===== src/rtl/ld_pkg.sv =====
package ld_pkg;
  localparam int NCH   = 3;
  localparam int LVL_W = 10;
  localparam int DW    = 32;
  localparam int EN_BIT  = 31;
  localparam int RES_LSB = 28;
  localparam int NIB_LSB = 4;

  localparam logic [1:0] A_TDATA = 2'd0;
  localparam logic [1:0] A_TCTRL = 2'd1;
  localparam logic [1:0] A_OUT   = 2'd2;

  localparam logic [3:0] NIB_PASS0 = 4'd3;
  localparam logic [3:0] NIB_PASS1 = 4'd7;

  typedef enum logic [1:0] {
    CONN_RGB  = 2'd0,
    CONN_LC   = 2'd1,
    CONN_COMP = 2'd2,
    CONN_ALT  = 2'd3
  } conn_e;

  typedef enum logic [1:0] {
    ST_IDLE, ST_SETTLE, ST_SAMPLE, ST_DONE
  } st_e;
endpackage


===== src/rtl/ld_regs.sv =====
module ld_regs
  import ld_pkg::*;
#(
  parameter logic [31:0] TDATA_RST = 32'h9405_0140
) (
  input  logic                 clk_i,
  input  logic                 rst_ni,
  input  logic                 wr_en_i,
  input  logic [1:0]           addr_i,
  input  logic [DW-1:0]        wdata_i,
  input  logic                 sample_i,
  input  logic [NCH-1:0]       closed_i,
  output logic [DW-1:0]        rdata_o,
  output logic [NCH*LVL_W-1:0] thr_o,
  output logic                 test_en_o,
  output logic [3:0]           out_nib_o
);
  logic [DW-1:0]      tdata_q, out_q;
  logic [RES_LSB-1:0] ctrl_q;
  logic [NCH-1:0]     res_q, res_vis;

  always_ff @(posedge clk_i or negedge rst_ni) begin
    if (!rst_ni) begin
      tdata_q <= TDATA_RST;
      out_q   <= '0;
      ctrl_q  <= '0;
      res_q   <= '0;
    end else begin
      if (wr_en_i) begin
        case (addr_i)
          A_TDATA: tdata_q <= wdata_i;
          A_TCTRL: ctrl_q  <= wdata_i[RES_LSB-1:0];
          A_OUT:   out_q   <= wdata_i;
          default: ;
        endcase
      end
      if (sample_i) res_q <= closed_i;
    end
  end

  assign test_en_o = tdata_q[EN_BIT];
  assign thr_o     = tdata_q[NCH*LVL_W-1:0];
  assign out_nib_o = out_q[NIB_LSB +: 4];
  // results are hidden whenever testing is disabled
  assign res_vis   = test_en_o ? res_q : '0;

  always_comb begin
    case (addr_i)
      A_TDATA: rdata_o = tdata_q;
      A_TCTRL: rdata_o = {res_vis, &res_vis, ctrl_q};
      A_OUT:   rdata_o = out_q;
      default: rdata_o = '0;
    endcase
  end
endmodule


===== src/rtl/ld_compare.sv =====
module ld_compare
  import ld_pkg::*;
(
  input  logic                 en_i,
  input  logic [NCH*LVL_W-1:0] sense_i,
  input  logic [NCH*LVL_W-1:0] thr_i,
  output logic [NCH-1:0]       closed_o
);
  for (genvar g = 0; g < NCH; g++) begin : g_ch
    // loaded loop pulls the level below threshold
    assign closed_o[g] = en_i && (sense_i[g*LVL_W +: LVL_W] < thr_i[g*LVL_W +: LVL_W]);
  end
endmodule


===== src/rtl/ld_seq.sv =====
module ld_seq
  import ld_pkg::*;
#(
  parameter int SETTLE_W = 8
) (
  input  logic                clk_i,
  input  logic                rst_ni,
  input  logic                start_i,
  input  logic [1:0]          type_i,
  input  logic                lenient_i,
  input  logic [SETTLE_W-1:0] settle_i,
  input  logic [NCH-1:0]      closed_i,
  input  logic [3:0]          reg_nib_i,
  output logic                sample_o,
  output logic                busy_o,
  output logic                done_o,
  output logic                connected_o,
  output logic                tv_o,
  output logic [3:0]          nib_o
);
  st_e                 st_q;
  conn_e               type_q;
  logic [SETTLE_W-1:0] cnt_q, settle_q;
  logic                pass_q, tv_q, len_q, hit_q, conn_q, pass_ok;

  always_comb begin
    case (type_q)
      CONN_RGB: pass_ok = len_q ? (|closed_i) : (&closed_i);
      CONN_LC:  pass_ok = len_q ? (closed_i[0] | closed_i[1]) : (closed_i[0] & closed_i[1]);
      default:  pass_ok = closed_i[0];
    endcase
  end

  always_ff @(posedge clk_i or negedge rst_ni) begin
    if (!rst_ni) begin
      st_q     <= ST_IDLE;
      type_q   <= CONN_RGB;
      cnt_q    <= '0;
      settle_q <= '0;
      pass_q   <= 1'b0;
      tv_q     <= 1'b0;
      len_q    <= 1'b0;
      hit_q    <= 1'b0;
      conn_q   <= 1'b0;
    end else begin
      case (st_q)
        ST_IDLE: if (start_i) begin
          type_q   <= conn_e'(type_i);
          tv_q     <= (conn_e'(type_i) != CONN_RGB);
          len_q    <= lenient_i;
          settle_q <= settle_i;
          cnt_q    <= settle_i;
          pass_q   <= 1'b0;
          hit_q    <= 1'b0;
          st_q     <= ST_SETTLE;
        end
        ST_SETTLE: begin
          if (cnt_q == '0) st_q <= ST_SAMPLE;
          else             cnt_q <= cnt_q - 1'b1;
        end
        ST_SAMPLE: begin
          hit_q <= hit_q | pass_ok;
          if (tv_q && !pass_q) begin
            pass_q <= 1'b1;
            cnt_q  <= settle_q;
            st_q   <= ST_SETTLE;
          end else begin
            conn_q <= hit_q | pass_ok;
            st_q   <= ST_DONE;
          end
        end
        default: st_q <= ST_IDLE;
      endcase
    end
  end

  assign sample_o    = (st_q == ST_SAMPLE);
  assign busy_o      = (st_q != ST_IDLE);
  assign done_o      = (st_q == ST_DONE);
  assign connected_o = conn_q;
  assign tv_o        = tv_q;
  assign nib_o       = (tv_q && (st_q == ST_SETTLE || st_q == ST_SAMPLE))
                       ? (pass_q ? NIB_PASS1 : NIB_PASS0) : reg_nib_i;
endmodule


===== src/rtl/ld_detect.sv =====
module ld_detect
  import ld_pkg::*;
#(
  parameter int          SETTLE_W  = 8,
  parameter logic [31:0] TDATA_RST = 32'h9405_0140
) (
  input  logic                 clk_i,
  input  logic                 rst_ni,
  input  logic                 wr_en_i,
  input  logic [1:0]           addr_i,
  input  logic [31:0]          wdata_i,
  output logic [31:0]          rdata_o,
  input  logic                 start_i,
  input  logic [1:0]           conn_type_i,
  input  logic                 lenient_i,
  input  logic [SETTLE_W-1:0]  settle_i,
  input  logic [NCH*LVL_W-1:0] sense_i,
  output logic [3:0]           mode_nibble_o,
  output logic                 test_en_o,
  output logic                 busy_o,
  output logic                 done_o,
  output logic                 connected_o
);
  logic [NCH*LVL_W-1:0] thr;
  logic [NCH-1:0]       closed;
  logic [3:0]           out_nib;
  logic                 sample, seq_tv;

  ld_regs #(.TDATA_RST(TDATA_RST)) i_regs (
    .clk_i, .rst_ni, .wr_en_i, .addr_i, .wdata_i,
    .sample_i (sample),
    .closed_i (closed),
    .rdata_o,
    .thr_o    (thr),
    .test_en_o,
    .out_nib_o(out_nib)
  );

  ld_compare i_cmp (
    .en_i    (test_en_o),
    .sense_i,
    .thr_i   (thr),
    .closed_o(closed)
  );

  ld_seq #(.SETTLE_W(SETTLE_W)) i_seq (
    .clk_i, .rst_ni, .start_i,
    .type_i     (conn_type_i),
    .lenient_i,
    .settle_i,
    .closed_i   (closed),
    .reg_nib_i  (out_nib),
    .sample_o   (sample),
    .busy_o,
    .done_o,
    .connected_o,
    .tv_o       (seq_tv),
    .nib_o      (mode_nibble_o)
  );
endmodule


===== config.mk =====
export PLATFORM = sky130hd
export DESIGN_NAME = ld_detect
export DESIGN_NICKNAME = d
export VERILOG_FILES = /design/src/rtl/ld_pkg.sv /design/src/rtl/ld_regs.sv /design/src/rtl/ld_compare.sv /design/src/rtl/ld_seq.sv /design/src/rtl/ld_detect.sv
export SDC_FILE = /design/constraint.sdc
export NUM_CORES = 1
export LEC_CHECK = 0
export ABC_AREA = 1
export ABC_CLOCK_PERIOD_IN_PS = 1700
export CAP_MARGIN = 5
export CORE_MARGIN = 4
export CORE_UTILIZATION = 42
export CTS_CLUSTER_DIAMETER = 80
export DETAILED_ROUTE_END_ITERATION = 7
export HOLD_SLACK_MARGIN = 0.06
export PLACE_DENSITY = 0.68
export SYNTH_ARGS = -nofsm -noshare
export SYNTH_HDL_FRONTEND = slang
export SYNTH_HIERARCHICAL = 1
export SYNTH_SLANG_ARGS = --single-unit

===== constraint.sdc =====
create_clock -name clk_i -period 1.7 [get_ports clk_i]
set_clock_uncertainty 0.05 [all_clocks]
set_input_delay 0.34 -clock clk_i [delete_from_list [all_inputs] [get_ports clk_i]]
set_output_delay 0.34 -clock clk_i [all_outputs]
set_load 0.01 [all_outputs]

### Yosys cells after proc, flatten, opt, wreduce, memory -nomap -nowiden

Cells that the tools add are included.

* bits in registers: 120
* latch bits: 0
* bits in writable memories: 0
* ROM bits: 0
* bits of input ports: 79
* output and inout port bits: 40
* memories kept: 0

* add/sub/neg operators: 1
* multiply operators: 0
* divide/modulo/power cells: 0
* $lt $le $gt $ge: 3
* equal/unequal tests: 10
* shifts and indexed selects: 0
* mux-type cells: 19
* bitwise logic cells: 4
* reductions and logical operators: 27

Operators with widths (count)
* 32-bit case mux with 3 select lines: 1
* 10-bit < comparator: 3
* 8-bit 2-to-1 mux: 3
* 8-bit case mux with 3 select lines: 1
* 2-bit AND reduction: 7
* 3-bit AND reduction: 3
* 8-bit logical NOT: 1
* 8-bit by 1-bit subtractor with 8-bit output (second input constant): 1
* 2-bit by 1-bit == test with 1-bit output (second input constant): 3
* 2-bit == test (second input constant): 3
* 2-bit logical NOT: 3
* 2-bit 2-to-1 mux: 3
* 3-bit 2-to-1 mux: 2
* 1-bit case mux with 2 select lines: 3
* 2-bit case mux with 3 select lines: 1
* 2-bit nonzero test: 3
* 1-bit logical AND: 5
* 1-bit 2-to-1 mux: 4
* 4-bit 2-to-1 mux: 1
* 2-bit by 1-bit inequality test with 1-bit output (second input constant): 2
* 2-bit inequality test (second input constant): 2
* 4-bit AND reduction: 1
* 3-bit nonzero test: 1
* 3-bit OR reduction: 1
* 5 further kinds: 6

### Logic depth before layout (Yosys ltp)

Gate-level depths: netlist of run 1.

* depth after elaboration: 7
* depth in mapped cells: 14
* depth with buffers taken out: 13

### By module

The synthesis of run 1 kept the hierarchy.

Modules (own cells, without submodules)
* ld_regs: times used 1, cells an instance 591, area each 4541.9 µm², seq. area each 2386.0 µm²
* ld_seq: times used 1, cells an instance 217, area each 1566.5 µm², seq. area each 625.6 µm²
* ld_compare: times used 1, cells an instance 135, area each 795.8 µm², seq. area each 0.0 µm²

### Worst setup path before layout of run 1

No wires, ideal clock.

* path type: register to register
* start: register i_regs.tdata_q[28]
* end: register i_seq.conn_q (netlist: i_seq/connected_o)
* arrival: 1.750 ns
* data required time: 1.534 ns
* setup slack: -0.216 ns
* cell stages (with the launch flop): 14
* path buffers: 1
* cell sequence: dfstp_2 buf_4 inv_1 ha_1 nand2_1 nor2_2 a21boi_2 nor2_1 o21ai_0 nand2_1 a21oi_1 o21ai_0 nand2_1 nand2_1

* longest elaborated chain between the ends: 6
* elaborated cells on any way between the ends: 7
* those cells by class: 1 x order compare; 2 x mux; 1 x bitwise; 3 x reduce/logical

RTL lines
* start: declaration: line ld_regs.sv:18 `logic [DW-1:0] tdata_q, out_q;`
* start signal: assignment: line ld_regs.sv:31 `A_TDATA: tdata_q <= wdata_i;`
* 10-bit < comparator (*): line ld_compare.sv:11 `assign closed_o[g] = en_i && (sense_i[g*LVL_W +: LVL_W] < thr_i[g*LVL_W +: LVL_W]);`
* 1-bit logical AND (*): line ld_compare.sv:11
* via closed[2]: line ld_detect.sv:25 `logic [NCH-1:0] closed;`
* 3-bit AND reduction or 3-bit OR reduction (tied branches): line ld_seq.sv:28 `CONN_RGB: pass_ok = len_q ? (|closed_i) : (&closed_i);`
* 1-bit 2-to-1 mux (*): line ld_seq.sv:28
* 1-bit case mux with 2 select lines (*): line ld_seq.sv:27 `case (type_q)`
* 1-bit bitwise OR (*): line ld_seq.sv:68 `conn_q <= hit_q | pass_ok;`
* end signal: assignment: line ld_seq.sv:68
* end: declaration: line ld_seq.sv:24 `logic pass_q, tv_q, len_q, hit_q, conn_q, pass_ok;`

The timed path passes the listed nets; every way through them passes the cells marked *.
A chain may end at the register's enable or synchronous reset.

### Worst setup path in the final report of run 1

* start: register i_seq.st_q[0]
* end: output port mode_nibble_o[0]

* longest elaborated chain between the ends: 4
* elaborated cells on any way between the ends: 5
* those cells by class: 2 x eq/ne; 1 x mux; 2 x reduce/logical

RTL lines
* start: declaration: line ld_seq.sv:21 `st_e st_q;`
* start signal: assignment: line ld_seq.sv:36 `st_q <= ST_IDLE;`
* start signal: assignment: line ld_seq.sv:55 `st_q <= ST_SETTLE;`
* start signal: assignment: line ld_seq.sv:58 `if (cnt_q == '0) st_q <= ST_SAMPLE;`
* 2-bit by 1-bit == test with 1-bit output or 2-bit == test (tied branches): line ld_seq.sv:82 `assign nib_o = (tv_q && (st_q == ST_SETTLE || st_q == ST_SAMPLE))`
* 1-bit logical OR (*): line ld_seq.sv:82
* 1-bit logical AND (*): line ld_seq.sv:82
* 4-bit 2-to-1 mux (*): line ld_seq.sv:83 `? (pass_q ? NIB_PASS1 : NIB_PASS0) : reg_nib_i;`
* end: declaration: line ld_detect.sv:18 `output logic [3:0] mode_nibble_o,`

Every way passes the cells marked *; elsewhere a longest branch is shown, timed or not.

==> results.sh, run 1 <==
export IMPL_outcome="finished with violations"
export IMPL_ys_seq_area_share_pct=43.6
export IMPL_final_cell_mix="440 x nand2_1, 113 x dfrtp_1, 75 x clkdlybuf4s50_1"
export IMPL_async_flop_share_pct=100
export IMPL_viasPerCell=4.90
export IMPL_ys_warn_count=6
export IMPL_p_leak_uw=0.00511
export IMPL_cts_made_buffers=17
export IMPL_synth_edf_count=0
export IMPL_grt_pass1_vias=6411
export IMPL_clockRootBuffer="clkbuf_16"
export IMPL_drt_total_wl_mm=20.1
export IMPL_ioPinCount=119
export IMPL_clock_sinks=120
export IMPL_yosys_most_used_dff="dfrtp_1"
export IMPL_setup_violations_final=12
export IMPL_critPathCaptureType="primary output"
export IMPL_min_period_ns=1.97
export IMPL_yosys_area_share_simple_pct=35.2
export IMPL_num_rows=46
export IMPL_final_antenna_net_count=0
export IMPL_clk_pin_slew_ns=0.05
export IMPL_grt_pass1_wl_mm=31.9
export IMPL_synth_adder_area_share_pct=5.98
export IMPL_peakVddDrop_uv=796
export IMPL_die_h_um=136
export IMPL_violations="negative setup slack"
export IMPL_tightest_slew_ns=0.349
export IMPL_max_slew_margin_rel_pct=76.7
export IMPL_required_ns=1.31
export IMPL_die_w_um=136
export IMPL_place_congestion=0.868
export IMPL_wl_per_cell_um=15.0
export IMPL_start_kind="flop"
export IMPL_synth_compound_area_share_pct=4.22
export IMPL_avgSynthCellArea_um2=7.32
export IMPL_cp_max_fo=3
export IMPL_grt_overflow=0
export IMPL_first_iter_violations=423
export IMPL_clockBufferDepth=2
export IMPL_synth_top_family_by_area="simple AND/OR/NAND/NOR gates"
export IMPL_finalHoldViolCount=0
export IMPL_initial_core_util_pct=43.1
export IMPL_cts_tree="built"
export IMPL_grt_max_degree=46
export IMPL_layout_nets=1218
export IMPL_drv_cap=0
export IMPL_hp_class="primary input to async pin"
export IMPL_rsz0062_at_grt="true"
export IMPL_criticalPathCategory="flop to primary output"
export IMPL_finalSetupTns_ns=-1.93
export IMPL_cts_max_level=4
export IMPL_route_detailed_drc=0
export IMPL_dp_cells=1278
export IMPL_cp_arrival_ns=1.58
export IMPL_final_cells=1335
export IMPL_worstSkewPairLatency_ns=0.42
export IMPL_area_growth_pct=41.4
export IMPL_layout_drive_gt1_share_pct=23.1
export IMPL_timing_fmax_mhz=509
export IMPL_drv_slew=0
export IMPL_first_pass_iters=5
export IMPL_muxShareOfSynthArea_pct=0
export IMPL_dieArea_um2=18600
export IMPL_syn_area_um2=6900
export IMPL_antenna_found_initial=1
export IMPL_power_density_nw_per_um2=1230
export IMPL_grt_usage_pct=22.1
export IMPL_antenna_cells=0
export IMPL_dpl_hpwl_mm=12.8
export IMPL_ys_ff_latch=120
export IMPL_via_count=6544
export IMPL_synth_xor_area_share_pct=0
export IMPL_port_buffers=118
export IMPL_ys_types=30
export IMPL_core_um2=16000
export IMPL_fin_crit_sh_pct=116
export IMPL_netlist_instances=943
export IMPL_syn_nets=1055
export IMPL_final_common_cell="nand2_1"
export IMPL_setup_slack_ns=-0.266
cells by family (layout without fill, tap and decap cells):
group	count (synthesis)	after routing
AOI/OAI and AO/OA	48	48
buffers and inverters	152	328
and+or+nand+nor	590	590
adders and majority gates	33	33
DFF	120	120
flip-flops by register name, summed over array words and instances, names as in the netlist:
| register | count |
|---|---|
| i_seq/settle_q | 8 |
| i_regs/tdata_q | 32 |
| i_seq/st_q | 2 |
| i_regs/out_q | 32 |
| i_seq/tv_o | 1 |
| i_seq/cnt_q | 8 |
| i_seq/type_q | 2 |
| i_seq/connected_o | 1 |
| i_regs/res_q | 3 |
| i_seq/pass_q | 1 |
| i_regs/ctrl_q | 28 |
| i_seq/len_q | 1 |
| i_seq/hit_q | 1 |
cell usage after synthesis (3+ instances only):
master / number / share of area (%)
nand2_2: 3 / 0.27
nor2_1: 25 / 1.4
inv_1: 80 / 4.3
ha_1: 33 / 6.0
nand4_1: 3 / 0.27
nand2_1: 461 / 25
nor2_2: 6 / 0.54
a22oi_1: 3 / 0.33
dfstp_2: 7 / 2.7
inv_2: 3 / 0.16
o21ai_0: 23 / 1.7
dfrtp_1: 113 / 41
clkbuf_1: 5 / 0.27
buf_2: 23 / 1.7
nand3_1: 78 / 5.7
a21oi_1: 14 / 1.0
nand3b_1: 3 / 0.33
nor2_4: 5 / 0.82
a21boi_2: 3 / 0.49
buf_4: 40 / 4.3
worst paths after layout:
path | from | endpoint | slack, ns | cells past startpoint
setup / recovery | i_seq/st_q[0] | mode_nibble_o[0] | -0.27 | 6
hold / removal | rst_ni | i_seq/settle_q[3] | 0.28 | 2
setup reg to reg | i_regs/tdata_q[28] | i_seq/connected_o | -0.24 | 13
hold reg to reg | i_regs/out_q[10] | i_regs/out_q[10] | 0.43 | 2
max in group asynchronous | rst_ni | i_regs/tdata_q[18] | 0.75 | 3
min in group clk_i | i_regs/out_q[10] | i_regs/out_q[10] | 0.43 | 2
through the flow:
step	setup slack [ns]	instance area [µm²]	util [%]	power, µW	hold slack (ns)
floorplan	-0.144	6910	-	6460	-0.00559
global route	-0.350	9760	61.0	12800	0.276
finish	-0.266	9760	61.0	12000	0.278
CTS	-0.293	9520	59.5	11700	0.263
detailed placement	-0.808	8570	53.6	7980	0.170
global placement	-0.791	8570	53.6	7910	0.171
worst max-delay path: stages, from the launching register on:
cell and delay, ns:
dfrtp_1 0.38, inv_2 0.09, ha_4 0.22, nand2_4 0.08, inv_4 0.05, or2_4 0.23
buf_6 0.12
per-layer routing:
metal	GRT usage [%]	vias up	part of all wire (%)
met3	4.11	44	5.6
met1	29.6	3045	44
met5	0	-	0.060
met4	10.2	2	2.8
met2	34.9	242	47
li1	-	3211	-
repair_timing:
item | in CTS | in global routing
hold buffers | 1 | 0
pin swaps | 22 | 27
gates cloned | 5 | 0
buffers inserted | 21 | 6
endpoints found under the hold margin | 113 | 0
setup endpoints to repair | 44 | 44
resized for setup | 238 | 64
layout make-up:
| class | count | area (µm²) |
|---|---|---|
| well taps | 216 | 270 |
| clock inverters | 9 | 103 |
| flip-flops and latches | 120 | 3010 |
| repair buffers | 213 | 2120 |
| fillers | 1452 | 6240 |
| clock buffers | 23 | 458 |
| inverters | 83 | 317 |
| multi-input cells | 671 | 3480 |
power by group:
part           switching (µW)  internal, µW
clock                    1290          2180
combinational            2450          2090
sequential                448          3530
total                    4190          7810
(Power assumes the default switching activity.)
==> run 2, diff against run 1 <==
--- a/config.mk
+++ b/config.mk
@@ -10,10 +10,11 @@
 export CAP_MARGIN = 5
 export CORE_MARGIN = 4
 export CORE_UTILIZATION = 42
-export CTS_CLUSTER_DIAMETER = 80
+export CTS_CLUSTER_DIAMETER = 120
 export DETAILED_ROUTE_END_ITERATION = 7
 export HOLD_SLACK_MARGIN = 0.06
 export PLACE_DENSITY = 0.68
+export RECOVER_POWER = 100
 export SYNTH_ARGS = -nofsm -noshare
 export SYNTH_HDL_FRONTEND = slang
 export SYNTH_HIERARCHICAL = 1
==> results.sh, run 2 (same netlist as run 1, synthesis figures left out) <==
export IMPL_outcome="finished with violations"
export IMPL_violations="negative setup slack"
export IMPL_rr_worst_depth=12
export IMPL_reg2reg_slack_ns=-0.24
export IMPL_critPathCaptureType="primary output"
export IMPL_route_detailed_drc=0
export IMPL_fin_crit_sh_pct=116
export IMPL_clk_pin_slew_ns=0.05
export IMPL_rsz0062_at_grt="true"
export IMPL_r2r_end="i_seq/connected_o"
export IMPL_place_ws_ns=-0.808
export IMPL_final_common_cell="nand2_1"
export IMPL_grt_pass1_vias=6411
export IMPL_crit_chain="inv_2, ha_4, nand2_4, inv_4, or2_4, buf_6"
export IMPL_drv_slew=0
export IMPL_crit_family="flip-flops"
export IMPL_p_leak_uw=0.00508
export IMPL_r2r_start="i_regs/tdata_q[18]"
export IMPL_cts_tree="built"
export IMPL_final_cell_mix="440 x nand2_1, 113 x dfrtp_1, 75 x clkdlybuf4s50_1"
export IMPL_antenna_found_initial=1
export IMPL_power_density_nw_per_um2=1230
export IMPL_path_buf_inv=3
export IMPL_post_route_util_pct=60.6
export IMPL_min_to="i_regs/tdata_q[31]"
export IMPL_cts_made_buffers=17
export IMPL_setup_slack_ns=-0.264
export IMPL_timing_fmax_mhz=509
export IMPL_cp_arrival_ns=1.57
export IMPL_dieArea_um2=18600
export IMPL_area_growth_pct=40.4
export IMPL_criticalPathCategory="flop to primary output"
export IMPL_hp_class="primary input to flop"
export IMPL_first_pass_iters=5
export IMPL_cp_max_fo=3
export IMPL_core_um2=16000
export IMPL_grt_overflow=0
export IMPL_drt_total_wl_mm=20.1
export IMPL_antenna_cells=0
export IMPL_grt_pass1_wl_mm=31.9
export IMPL_worstHoldStart="wdata_i[31]"
export IMPL_wl_per_cell_um=15.1
export IMPL_clockBufferDepth=2
export IMPL_num_rows=46
export IMPL_finalHoldViolCount=0
export IMPL_tightest_slew_ns=0.760
export IMPL_min_period_ns=1.96
export IMPL_viasPerCell=4.92
export IMPL_first_iter_violations=357
export IMPL_crit_path_top_delay_cell="dfrtp_1"
export IMPL_whs_path_depth=3
export IMPL_port_buffers=118
export IMPL_clockRootBuffer="clkbuf_16"
export IMPL_peakVddDrop_uv=795
export IMPL_cp_slowest_stage_delay_ns=0.38
export IMPL_drv_cap=0
export IMPL_via_count=6564
export IMPL_cts_max_level=4
export IMPL_final_antenna_net_count=0
export IMPL_layout_drive_gt1_share_pct=22.8
export IMPL_die_w_um=136
export IMPL_max_slew_margin_rel_pct=49.4
export IMPL_layout_nets=1218
export IMPL_place_congestion=0.868
export IMPL_reg_top3="i_regs/out_q (32), i_regs/tdata_q (32), i_regs/ctrl_q (28)"
export IMPL_die_h_um=136
export IMPL_grt_max_degree=46
export IMPL_setup_violations_final=13
export IMPL_placed_cell_area_um2=8570
export IMPL_ioPinCount=119
export IMPL_finalInstanceArea_um2=9690
export IMPL_required_ns=1.31
export IMPL_dpl_hpwl_mm=12.8
export IMPL_initial_core_util_pct=43.1
export IMPL_worstSkewPairLatency_ns=0.42
export IMPL_clock_sinks=120
export IMPL_start_kind="flop"
export IMPL_grt_usage_pct=22.1
run 2: cell count changes in the layout (fill, tap and decap cells not counted), sizes merged:
cell	before	now
buf	135	131
clkbuf	23	27
run 2: worst reg2reg max path, stage by stage, from the launching register on:
cell and delay, ns:
dfstp_2 0.55, inv_2 0.05, ha_4 0.26, nand2_4 0.05
nor2_4 0.11, a21boi_4 0.20, nor2_4 0.08, o21ai_2 0.06
nand2_1 0.08, a21oi_2 0.14, o21ai_2 0.08, nand2_1 0.07
nand2_1 0.05
run 2: layer usage:
| layer | wire length [µm] | GRT usage (%) | share of wire [%] |
|---|---|---|---|
| met4 | 622 | 10.2 | 3.1 |
| met1 | 8830 | 29.6 | 44 |
| met5 | 12 | 0 | 0.060 |
| met2 | 9500 | 34.9 | 47 |
| met3 | 1140 | 4.11 | 5.7 |
run 2: area by class of cell:
type / instances / area, µm²
fill: 1466 / 6310
multi-input combinational: 671 / 3480
clock inverter: 9 / 103
inverter: 83 / 317
timing repair buffer: 213 / 2050
clock buffer: 23 / 458
tap: 216 / 270
sequential: 120 / 3010
run 2: worst max-delay path by stage:
stage	from	slack [ns]	to	depth (start not counted)
floorplan	i_regs/tdata_q[26]	-0.14	i_seq/connected_o	13
global placement	addr_i[0]	-0.79	rdata_o[31]	7
detailed placement	addr_i[1]	-0.81	rdata_o[31]	7
CTS	i_seq/st_q[1]	-0.29	mode_nibble_o[0]	6
global route	i_regs/tdata_q[28]	-0.35	i_seq/connected_o	13
finish	i_seq/st_q[0]	-0.26	mode_nibble_o[0]	6
run 2: report_power, final:
group          total, µW  leakage (µW)  switching, µW  internal, µW
sequential          3980       0.00148            447          3530
combinational       4500       0.00333           2450          2050
clock               3470      0.000267           1290          2180
run 2: per-stage QoR:
| step | hold slack, ns | setup TNS [ns] | std cells | total power, µW |
|---|---|---|---|---|
| floorplan | -0.00559 | -0.287 | 943 | 6460 |
| global placement | 0.171 | -48.84 | 1278 | 7910 |
| detailed placement | 0.170 | -50.63 | 1278 | 7980 |
| CTS | 0.263 | -2.30 | 1336 | 11700 |
| global route | 0.443 | -3.28 | 1335 | 12700 |
| finish | 0.426 | -1.96 | 1335 | 11900 |
run 2: what timing repair did:
item | 4_1_cts | 5_1_grt
buffers inserted | 21 | 6
endpoints found under the setup margin | 44 | 44
pin swaps | 22 | 27
gates resized for setup | 238 | 64
hold endpoints to repair | 113 | 0
cloned | 5 | 0
hold buffers | 1 | 0
==> run 3, diff against run 2 <==
--- a/config.mk
+++ b/config.mk
@@ -13,9 +13,9 @@
 export CTS_CLUSTER_DIAMETER = 120
 export DETAILED_ROUTE_END_ITERATION = 7
 export HOLD_SLACK_MARGIN = 0.06
-export PLACE_DENSITY = 0.68
+export PLACE_DENSITY = 0.7
 export RECOVER_POWER = 100
+export SKIP_CTS_REPAIR_TIMING = 1
 export SYNTH_ARGS = -nofsm -noshare
 export SYNTH_HDL_FRONTEND = slang
-export SYNTH_HIERARCHICAL = 1
 export SYNTH_SLANG_ARGS = --single-unit
==> results.sh, run 3 <==
export IMPL_outcome="finished with violations"
export IMPL_violations="negative setup slack"
export IMPL_clockRootBuffer="clkbuf_16"
export IMPL_cts_tree="built"
export IMPL_antenna_found_initial=2
export IMPL_clockBufferDepth=2
export IMPL_dieArea_um2=16600
export IMPL_antenna_cells=0
export IMPL_grt_max_degree=37
export IMPL_nFillCells=1190
export IMPL_holdWs_ns=0.402
export IMPL_drt_total_wl_mm=17.5
export IMPL_start_kind="flop"
export IMPL_finalHoldViolCount=0
export IMPL_regArea_um2=3010
export IMPL_clk_pin_slew_ns=0.06
export IMPL_ioPinCount=119
export IMPL_rsz0062_at_grt="true"
export IMPL_fin_crit_sh_pct=114
export IMPL_dpl_hpwl_mm=11.8
export IMPL_avgSynthCellArea_um2=7.96
export IMPL_hp_class="primary input to flop"
export IMPL_drv_cap=0
export IMPL_timing_fmax_mhz=517
export IMPL_clock_sinks=120
export IMPL_die_w_um=129
export IMPL_cp_slowest_stage_delay_ns=0.39
export IMPL_synth_most_common_cell="nand2_1"
export IMPL_ys_types=28
export IMPL_via_count=5742
export IMPL_first_iter_violations=329
export IMPL_route_detailed_drc=0
export IMPL_syn_area_um2=6130
export IMPL_final_common_cell="nand2_1"
export IMPL_ys_seq_area_share_pct=49.2
export IMPL_first_pass_iters=5
export IMPL_layout_nets=1071
export IMPL_setup_slack_ns=-0.233
export IMPL_cts_max_level=4
export IMPL_yosys_area_top_type="dfrtp_1"
export IMPL_wl_per_cell_um=15.2
export IMPL_async_flop_share_pct=100
export IMPL_dp_cells=1100
export IMPL_setup_violations_final=38
export IMPL_criticalPathCategory="flop to primary output"
export IMPL_power_density_nw_per_um2=1360
export IMPL_synth_edf_count=0
export IMPL_cp_max_fo=4
export IMPL_finalInstanceArea_um2=9080
export IMPL_crit_chain="inv_2, ha_1, nand2_4, o21ai_1, buf_2"
export IMPL_tightest_slew_ns=0.887
export IMPL_num_rows=43
export IMPL_min_period_ns=1.93
export IMPL_worstSkewPairLatency_ns=0.42
export IMPL_synth_area_leaders="dfrtp_1 46%, nand2_1 16%, o21ai_1 7.2%"
export IMPL_cp_arrival_ns=1.54
export IMPL_grt_pass1_wl_mm=26.9
export IMPL_grt_usage_pct=20.6
export IMPL_multiInputGateArea_um2=2940
export IMPL_grt_overflow=0
export IMPL_die_h_um=129
export IMPL_drv_slew=0
export IMPL_grt_pass1_vias=5389
export IMPL_syn_nets=882
export IMPL_cts_made_buffers=17
export IMPL_p_leak_uw=0.00449
export IMPL_core_um2=14100
export IMPL_synth_top_area_share_pct=46.2
export IMPL_yosys_most_used_dff="dfrtp_1"
export IMPL_peakVddDrop_uv=771
export IMPL_area_growth_pct=48.3
export IMPL_reg_top3="i_regs.out_q (32), i_regs.tdata_q (32), i_regs.ctrl_q (28)"
export IMPL_required_ns=1.31
export IMPL_place_congestion=0.816
export IMPL_final_cells=1152
export IMPL_initial_core_util_pct=43.5
export IMPL_critPathCaptureType="primary output"
export IMPL_final_cell_mix="236 x nand2_1, 113 x dfrtp_1, 75 x inv_1"
export IMPL_viasPerCell=4.98
export IMPL_final_antenna_net_count=0
export IMPL_placed_cell_area_um2=8100
export IMPL_port_buffers=118
export IMPL_synthTopCellsByCount="255 x nand2_1, 113 x dfrtp_1, 91 x inv_1, 88 x o21ai_1, 40 x o21ai_0"
export IMPL_layout_drive_gt1_share_pct=24.5
export IMPL_ys_warn_count=0
export IMPL_netlist_instances=770
export IMPL_ys_ff_latch=120
export IMPL_crit_path_top_delay_cell="ha_1"
export IMPL_max_slew_margin_rel_pct=40.9
export IMPL_finalPower_uw=12400
[run 3: critical path, delay by kind of cell (launching register included)]
family | cells | cell delay, ns
adders and majority gates | 1 | 0.39
AOI/OAI and AO/OA | 1 | 0.11
buffers and inverters | 2 | 0.19
and+or+nand+nor | 1 | 0.09
DFF | 1 | 0.35
[run 3: worst paths after layout]
kind	start	endpoint	cells past startpoint	slack (ns)
worst min register to register	i_seq.cnt_q[7]	i_seq.cnt_q[7]	2	0.43
worst max-delay path	i_seq.st_q[0]	mode_nibble_o[2]	5	-0.23
max in group asynchronous	rst_ni	i_regs.tdata_q[18]	3	0.21
min in group asynchronous	rst_ni	i_regs.out_q[8]	2	0.53
worst min-delay path	wdata_i[31]	i_regs.tdata_q[31]	3	0.40
worst max register to register	i_regs.tdata_q[18]	i_seq.hit_q	15	-0.21
[run 3: layout make-up]
type	instances	area share, %
Inverter	102	4.37
Tap cell	180	2.48
Multi-Input combinational cell	517	32.4
Timing Repair inverter	1	0.0551
Clock buffer	18	4.83
Sequential cell	120	33.2
Clock inverter	14	2.47
Timing Repair Buffer	200	20.3
[run 3: per-layer routing]
layer | wire (µm) | track usage [%]
met3 | 1170 | 6.39
met4 | 225 | 6.11
met5 | 27 | 0
met1 | 7950 | 28.3
met2 | 8100 | 31.6
[run 3: metrics by stage]
stage               setup TNS [ns]  setup slack, ns  utilization [%]
finish                       -4.13           -0.233             64.4
global route                 -8.98           -0.331             64.4
CTS                         -27.63           -0.789             62.2
detailed placement          -38.14           -0.777             57.5
global placement            -34.94           -0.760             57.5
floorplan                 -0.00646         -0.00371                -
[run 3: cells by family after synthesis]
logic type      after synthesis  share of synthesized area, %
fa+ha+maj                    33                          6.74
compound gates              188                          16.9
buf+inv                     133                          8.31
flops                       120                          49.2
simple gates                295                          18.8
xor+xnor                      1                         0.143
[run 3: power by group]
part	internal [µW]	leakage, µW	total [µW]	switching [µW]
clock	2650	0.000309	4000	1350
combinational	2010	0.00269	4360	2340
sequential	3550	0.00149	4000	446
